## config.mk

```make
export PLATFORM = sky130hd
export DESIGN_NAME = dq_orient_top
export DESIGN_NICKNAME = d
export VERILOG_FILES = /design/src/rtl/dq_orient_pkg.sv /design/src/rtl/dq_lane_map.sv /design/src/rtl/dq_strobe_cap.sv /design/src/rtl/dq_orient_fsm.sv /design/src/rtl/dq_orient_top.sv
export SDC_FILE = /design/constraint.sdc
export NUM_CORES = 1
export LEC_CHECK = 0
export ABC_AREA = 0
export BUFFER_PORTS_ARGS = -buffer_cell sky130_fd_sc_hd__buf_2
export CAP_MARGIN = 30
export CORE_ASPECT_RATIO = 1.1
export CORE_MARGIN = 2
export CORE_UTILIZATION = 45
export DETAILED_ROUTE_END_ITERATION = 10
export PLACE_DENSITY = 0.77
export SLEW_MARGIN = 20
export SYNTH_ARGS = -nofsm -noshare
export SYNTH_HDL_FRONTEND = slang
export SYNTH_HIERARCHICAL = 1
export SYNTH_SLANG_ARGS = --single-unit
```

## constraint.sdc

```tcl
create_clock -name clk -period 1.9 [get_ports clk]
set_input_delay 0.57 -clock clk [delete_from_list [all_inputs] [get_ports clk]]
set_output_delay 0.57 -clock clk [all_outputs]
set_load 0.02 [all_outputs]
```

## src/rtl/dq_orient_pkg.sv

```systemverilog
package dq_orient_pkg;
    typedef enum logic [1:0] {
        ST_HUNT   = 2'd0,
        ST_ARMED  = 2'd1,
        ST_TOP    = 2'd2,
        ST_BOTTOM = 2'd3
    } orient_st_t;
endpackage

```

## src/rtl/dq_lane_map.sv

```systemverilog
module dq_lane_map #(
    parameter int W = 8
) (
    input  logic [W-1:0] din,
    input  logic         mirror,
    output logic [W-1:0] dout
);
    genvar i;
    generate
        for (i = 0; i < W; i++) begin : g_lane
            assign dout[i] = mirror ? din[W-1-i] : din[i];
        end
    endgenerate
endmodule

```

## src/rtl/dq_strobe_cap.sv

```systemverilog
module dq_strobe_cap (
    input  logic clk,
    input  logic rst_n,
    input  logic we_n,
    output logic take
);
    logic we_n_q;

    always_ff @(posedge clk or negedge rst_n) begin
        if (!rst_n) we_n_q <= 1'b1;
        else        we_n_q <= we_n;
    end

    assign take = we_n & ~we_n_q;

    // a capture cannot happen in two consecutive cycles
    p_take_single_r9: assert property (@(posedge clk) disable iff (!rst_n)
        take |=> !take);
endmodule

```

## src/rtl/dq_orient_fsm.sv

```systemverilog
module dq_orient_fsm
    import dq_orient_pkg::*;
#(
    parameter int            W           = 8,
    parameter logic [W-1:0]  RESET_CODE  = 8'hFF,
    parameter logic [W-1:0]  STATUS_CODE = 8'h70
) (
    input  logic         clk,
    input  logic         rst_n,
    input  logic         cap_take,
    input  logic         cap_cmd,
    input  logic [W-1:0] cap_byte,
    output logic         mirror_now,
    output logic         orient_valid,
    output logic         orient_bottom
);
    function automatic logic [W-1:0] flip(input logic [W-1:0] x);
        logic [W-1:0] r;
        for (int k = 0; k < W; k++) r[k] = x[W-1-k];
        return r;
    endfunction

    localparam logic [W-1:0] MIR_STATUS = flip(STATUS_CODE);

    orient_st_t state_q, state_d;
    logic       cmd_take;

    assign cmd_take = cap_take & cap_cmd;

    always_comb begin
        state_d = state_q;
        unique case (state_q)
            ST_HUNT: begin
                if (cmd_take && cap_byte == RESET_CODE) state_d = ST_ARMED;
            end
            ST_ARMED: begin
                if (cap_take) begin
                    if (!cap_cmd)                        state_d = ST_HUNT;
                    else if (cap_byte == RESET_CODE)     state_d = ST_ARMED;
                    else if (cap_byte == STATUS_CODE)    state_d = ST_TOP;
                    else if (cap_byte == MIR_STATUS)     state_d = ST_BOTTOM;
                    else                                 state_d = ST_HUNT;
                end
            end
            ST_TOP:    state_d = ST_TOP;
            ST_BOTTOM: state_d = ST_BOTTOM;
            default:   state_d = ST_HUNT;
        endcase
    end

    always_ff @(posedge clk or negedge rst_n) begin
        if (!rst_n) state_q <= ST_HUNT;
        else        state_q <= state_d;
    end

    always_comb begin
        orient_valid  = (state_q == ST_TOP) || (state_q == ST_BOTTOM);
        orient_bottom = (state_q == ST_BOTTOM);
        mirror_now    = (state_q == ST_BOTTOM) ||
                        ((state_q == ST_ARMED) && cmd_take && (cap_byte == MIR_STATUS));
    end

    // a decided orientation never changes
    p_lock_hold_r7: assert property (@(posedge clk) disable iff (!rst_n)
        orient_valid |=> (orient_valid && $stable(orient_bottom)));
    // bottom is only ever reported together with a decision
    p_bottom_valid_r3: assert property (@(posedge clk) disable iff (!rst_n)
        orient_bottom |-> orient_valid);
    // a decision follows a captured command byte
    p_decide_on_cmd_r2: assert property (@(posedge clk) disable iff (!rst_n)
        $rose(orient_valid) |-> $past(cap_take && cap_cmd));
    // bottom follows a captured mirrored status code
    p_bottom_code_r3: assert property (@(posedge clk) disable iff (!rst_n)
        $rose(orient_bottom) |-> $past(cap_byte == MIR_STATUS));
endmodule

```

## src/rtl/dq_orient_top.sv

```systemverilog
module dq_orient_top #(
    parameter int           W           = 8,
    parameter logic [W-1:0] RESET_CODE  = 8'hFF,
    parameter logic [W-1:0] STATUS_CODE = 8'h70
) (
    input  logic         clk,
    input  logic         rst_n,
    input  logic         cle,
    input  logic         we_n,
    input  logic [W-1:0] ext_dq_in,
    output logic [W-1:0] ext_dq_out,
    output logic         ext_dq_oe,
    input  logic [W-1:0] int_dq_in,
    input  logic         core_drive,
    output logic [W-1:0] int_dq_out,
    output logic         int_dq_vld,
    output logic         int_dq_cmd,
    output logic         orient_valid,
    output logic         orient_bottom
);
    logic         take;
    logic         mirror_now;
    logic [W-1:0] in_mapped;

    dq_strobe_cap u_cap (
        .clk   (clk),
        .rst_n (rst_n),
        .we_n  (we_n),
        .take  (take)
    );

    dq_orient_fsm #(
        .W           (W),
        .RESET_CODE  (RESET_CODE),
        .STATUS_CODE (STATUS_CODE)
    ) u_fsm (
        .clk           (clk),
        .rst_n         (rst_n),
        .cap_take      (take),
        .cap_cmd       (cle),
        .cap_byte      (ext_dq_in),
        .mirror_now    (mirror_now),
        .orient_valid  (orient_valid),
        .orient_bottom (orient_bottom)
    );

    dq_lane_map #(.W(W)) u_map_in (
        .din    (ext_dq_in),
        .mirror (mirror_now),
        .dout   (in_mapped)
    );

    dq_lane_map #(.W(W)) u_map_out (
        .din    (int_dq_in),
        .mirror (orient_bottom),
        .dout   (ext_dq_out)
    );

    assign ext_dq_oe = core_drive;

    always_ff @(posedge clk or negedge rst_n) begin
        if (!rst_n) begin
            int_dq_out <= '0;
            int_dq_vld <= 1'b0;
            int_dq_cmd <= 1'b0;
        end else begin
            int_dq_vld <= take;
            if (take) begin
                int_dq_out <= in_mapped;
                int_dq_cmd <= cle;
            end
        end
    end

    // each delivered byte is a single-cycle pulse
    p_vld_pulse_r9: assert property (@(posedge clk) disable iff (!rst_n)
        int_dq_vld |=> !int_dq_vld);
    // outside a delivery the delivered byte holds
    p_byte_hold_r4: assert property (@(posedge clk) disable iff (!rst_n)
        !int_dq_vld |-> $stable(int_dq_out) || $past(!rst_n));
endmodule

```

Word level (Yosys, flattened, before mapping)
Index checks and enable logic that the tools add are counted.
- equal/unequal tests: 8
- multiplexer cells: 23
- bitwise gates (word level): 3
- reductions and logical operators: 7
- operators with widths (operator ; count):
    1-bit 2-to-1 mux ; 16
    2-bit 2-to-1 mux ; 6
    8-bit by 4-bit == test with 1-bit output (second input constant) ; 1
    8-bit by 7-bit == test with 1-bit output (second input constant) ; 1
    8-bit == test (second input constant) ; 1
    2-bit one-hot mux with 4 select lines ; 1
    2-bit == test (second input constant) ; 2
    1-bit logical AND ; 3
    1-bit bitwise AND ; 2
    2-bit by 1-bit == test with 1-bit output (second input constant) ; 1
    2-bit zero test ; 1
    1-bit logical OR ; 2
    2-bit by 1-bit inequality test with 1-bit output (second input constant) ; 1
    2-bit inequality test (second input constant) ; 1
    2-bit AND reduction ; 1
    1-bit inverter ; 1
- register bits: 13
- bits of input ports: 21
- output and inout port bits: 21

Logic depth before layout (Yosys ltp)
- word-level depth: 7
- mapped depth: 6

By module
The synthesis kept the hierarchy.
- by module, submodules not included (module ; instances ; cells an instance ; area an instance (µm²) ; sequential area each (µm²)):
    dq_orient_top ; 1 ; 21 ; 404.1 ; 250.2
    dq_lane_map ; 2 ; 9 ; 131.4 ; 0.0
    dq_orient_fsm ; 1 ; 20 ; 160.2 ; 50.0
    dq_strobe_cap ; 1 ; 2 ; 40.0 ; 26.3

Worst setup path before layout
No wires, ideal clock.
- kind: input -> register
- start point: in ext_dq_in[4]
- end point: reg int_dq_out[0]
- library setup time: 0.125 ns
- arrival: 2.226 ns
- data required time: 1.775 ns
- path slack: -0.451 ns
- cell stages on the path: 6
- cells stage by stage: or3_1 > or4_4 > o21bai_1 > buf_6 > mux2_4 > mux2_4
- cells in the longest elaborated chain, start to end: 4
- ends and longest elaborated chain (item ; line ; RTL):
    from (decl) ; dq_orient_top.sv:10 ; input logic [W-1:0] ext_dq_in,
    8-bit by 4-bit == test with 1-bit output ; dq_orient_fsm.sv:60 ; ((state_q == ST_ARMED) && cmd_take && (cap_byte == MIR_STATUS));
    1-bit logical AND ; dq_orient_fsm.sv:60 ;
    1-bit logical OR ; dq_orient_fsm.sv:59 ; mirror_now = (state_q == ST_BOTTOM) ||
    named net mirror_now ; dq_orient_top.sv:22 ; logic mirror_now;
    1-bit 2-to-1 mux ; dq_lane_map.sv:11 ; assign dout[i] = mirror ? din[W-1-i] : din[i];
    named net in_mapped[0] ; dq_orient_top.sv:23 ; logic [W-1:0] in_mapped;
    to (signal assigned) ; dq_orient_top.sv:69 ; int_dq_out <= in_mapped;
    to (decl) ; dq_orient_top.sv:15 ; output logic [W-1:0] int_dq_out,
The timed path passes the listed nets, and every way through them passes these cells.
A chain may end at the register's enable or synchronous reset.

Worst setup path in the final report
- start point: in ext_dq_in[4]
- end point: reg int_dq_out[3]
The elaborated chain is that of the path after synthesis.

==> run metrics <==
Crit path arrival time 2.32 ns; Worst Path Max Fanout 4; number of DRC markers after the initial detailed-route iteration 7; antenna fix cells 0; EDFF count, synth 0; overall track demand over capacity in global routing 0.1911; Avg Inst Size Synth approximately 14 um2; maximum level of the CTS H-tree 1; Initial DRT Pass Iterations 3; Sum Neg Setup Slack -2.063 ns; antenna violations before repair 0; Synthesized Nets 82; Data required, critical path 2.05 ns; commonest non-fill, non-tap cells in the layout buf_2 (30), mux2_4 (25), buf_4 (15), dfrtp_1 (12), buf_6 (11); CP max-delay cell or4_4; failing checks negative setup slack; unrepaired setup endpoints after global routing true; slew margin rel. 0.8002; Detailed Route WL 2020 um; gate count after technology mapping ~60; number of nets in the finished design approximately 140; most frequent standard cell in the layout excluding fill and tap cells buf_2; area of the die ~0.0023 mm2; Worst Skew 0.001471 ns; total of buffers placed on input and output ports 39; top flip-flop cell by instance count after synthesis dfrtp_1; final-layout worst hold slack about 0.17 ns; number of pins with negative max-slew slack in the final report 0; Worst IR Drop VDD roughly 0.28 mV; clock insertion delay at the later pin of the skew report between 0.2 and 0.3 ns; boundary pin count 42; final global-route overflow total 0; transition time at the pin with the least slew margin 0.2974 ns; CTS tree done; Max Clk Rate about 460 MHz; library cells used by synthesis 21; dpl hpwl about 1600 um; number of clock sinks 13; Mapped Area between 800 and 900 um2; Via Count ~700; clock root cell clkbuf_4; drc violations 0; post-layout minimum cycle time 2.171 ns; result of the run complete, but fails checks; clock slew at the register clock pins of the worst setup and hold paths ~0.080 ns; final antenna-violating net count 0; Async SR Flop Fraction 1.000; reported max-cap violation count 0; cell area power density around 570 mW/mm2; crit path capture type flop; kind of launch point of the worst setup path input port; Seq/Total Area, Yosys 0.3766; num rows 16; cts bufs inserted 3; Area growth, synth to finish 47.62%; area inside the core boundary 0.001802 mm2; Worst Path Class, Setup in -> reg; endpoints failing setup 8; effective utilization at floorplan 0.4813; class of the tightest hold or removal check in -> async; wire length of the first global-routing pass 3132 um; series of cell instances along the critical path buf_6 -> or3_1 -> or4_4 -> o21bai_4 -> buf_6 -> mux2_4 -> mux2_4; period utilisation layout 1.142; Critical Path Max Stage Delay around 0.44 ns; maximum count of clock buffers along a single path 2; synthesis-stage register bit count 13; via count of the first global-routing pass roughly 730; vertical die dimension between 50 and 60 um; gpl congestion around 0.75; average vias per placed instance approximately 5.2; pin count of the biggest net entering global routing 14; Warnings, synthesis 6; floorplan die width 45.86 um; final hold violation count 0; setup slack of the critical path after layout -0.2707 ns; share of layout cells above drive strength 1 0.7692; reported leakage power between 0.0006 and 0.0007 uW; routed len/inst about 15 um
sequential cells by signal, summed over array words and instances, names as in the netlist:
register       cells
u_cap/we_n_q       1
int_dq_vld         1
u_fsm/state_q      2
int_dq_cmd         1
int_dq_out         8
path summary, 6_finish.rpt:
path / to / startpoint / cells past startpoint / slack [ns]
max reg2reg: int_dq_out[3] / u_fsm/state_q[1] / 6 / 0.19
max: int_dq_out[3] / ext_dq_in[4] / 7 / -0.27
min in group clk: u_cap/we_n_q / we_n / 2 / 0.51
max in group asynchronous: u_cap/we_n_q / rst_n / 1 / 1.45
min: int_dq_out[4] / rst_n / 1 / 0.17
min reg2reg: int_dq_out[7] / int_dq_out[7] / 1 / 0.52
layout make-up:
cell class	instances	area, um2
Sequential cell	13	326.6
Timing Repair Buffer	56	386.6
Tap cell	18	22.52
Inverter	1	3.754
Multi-Input combinational cell	43	514.2
Fill cell	126	521.8
Clock buffer	4	26.28
kinds of logic after synthesis:
logic type	synth area share
AO/OA/AOI/OAI	0.04474
flip-flops	0.3766
buffers and inverters	0.05627
AND/OR/NAND/NOR	0.08945
multiplexers	0.4329
Yosys cell counts, types with 2 or more instances:
cell type / n / area share
or3_1: 2 / 0.014
buf_6: 3 / 0.039
dfrtp_1: 12 / 0.35
mux2_4: 25 / 0.43
nand3_1: 3 / 0.017
timing repair:
action                     CTS  global route
resized for setup           18             5
pin swaps                    2             1
hold buffers                 0             0
hold endpoints to repair     0             0
buffers inserted             1             0
setup endpoints to repair   17            16
cloned                       1             0
stage by stage:
step / cell area (um2) / total power, uW / setup WS [ns] / util / cells
2_1_floorplan: 867.1 / 464.5 / -0.4366 / - / 61
4_1_cts: 1255 / 744.0 / -0.2988 / 0.6965 / 135
6_report: 1280 / 733.2 / -0.2707 / 0.7104 / 135
3_5_place_dp: 1160 / 562.5 / -0.6038 / 0.6438 / 129
3_3_place_gp: 1160 / 551.5 / -0.5657 / 0.6438 / 129
5_1_grt: 1280 / 779.4 / -0.2793 / 0.7104 / 135
power breakdown:
part	switching, uW	total, uW	internal [uW]
combinational	111	242	131
sequential	18.5	326	308
clock	83.3	164	81.2
critical path: cells and delay by family:
kind            cells  cell delay, ns
buf+inv             2            0.23
mux                 2            0.56
compound gates      1            0.16
simple gates        2            0.80
per-layer routing:
layer,share of wire,vias up,global-route usage,routed length [um]
li1,-,335,-,-
met1,0.39,342,0.2058,785
met2,0.55,25,0.3333,1110
met3,0.037,4,0.03663,75
met4,0.024,0,0.1000,48
met5,0,-,0,0
No activity file was read; power rests on OpenSTA's default activity.
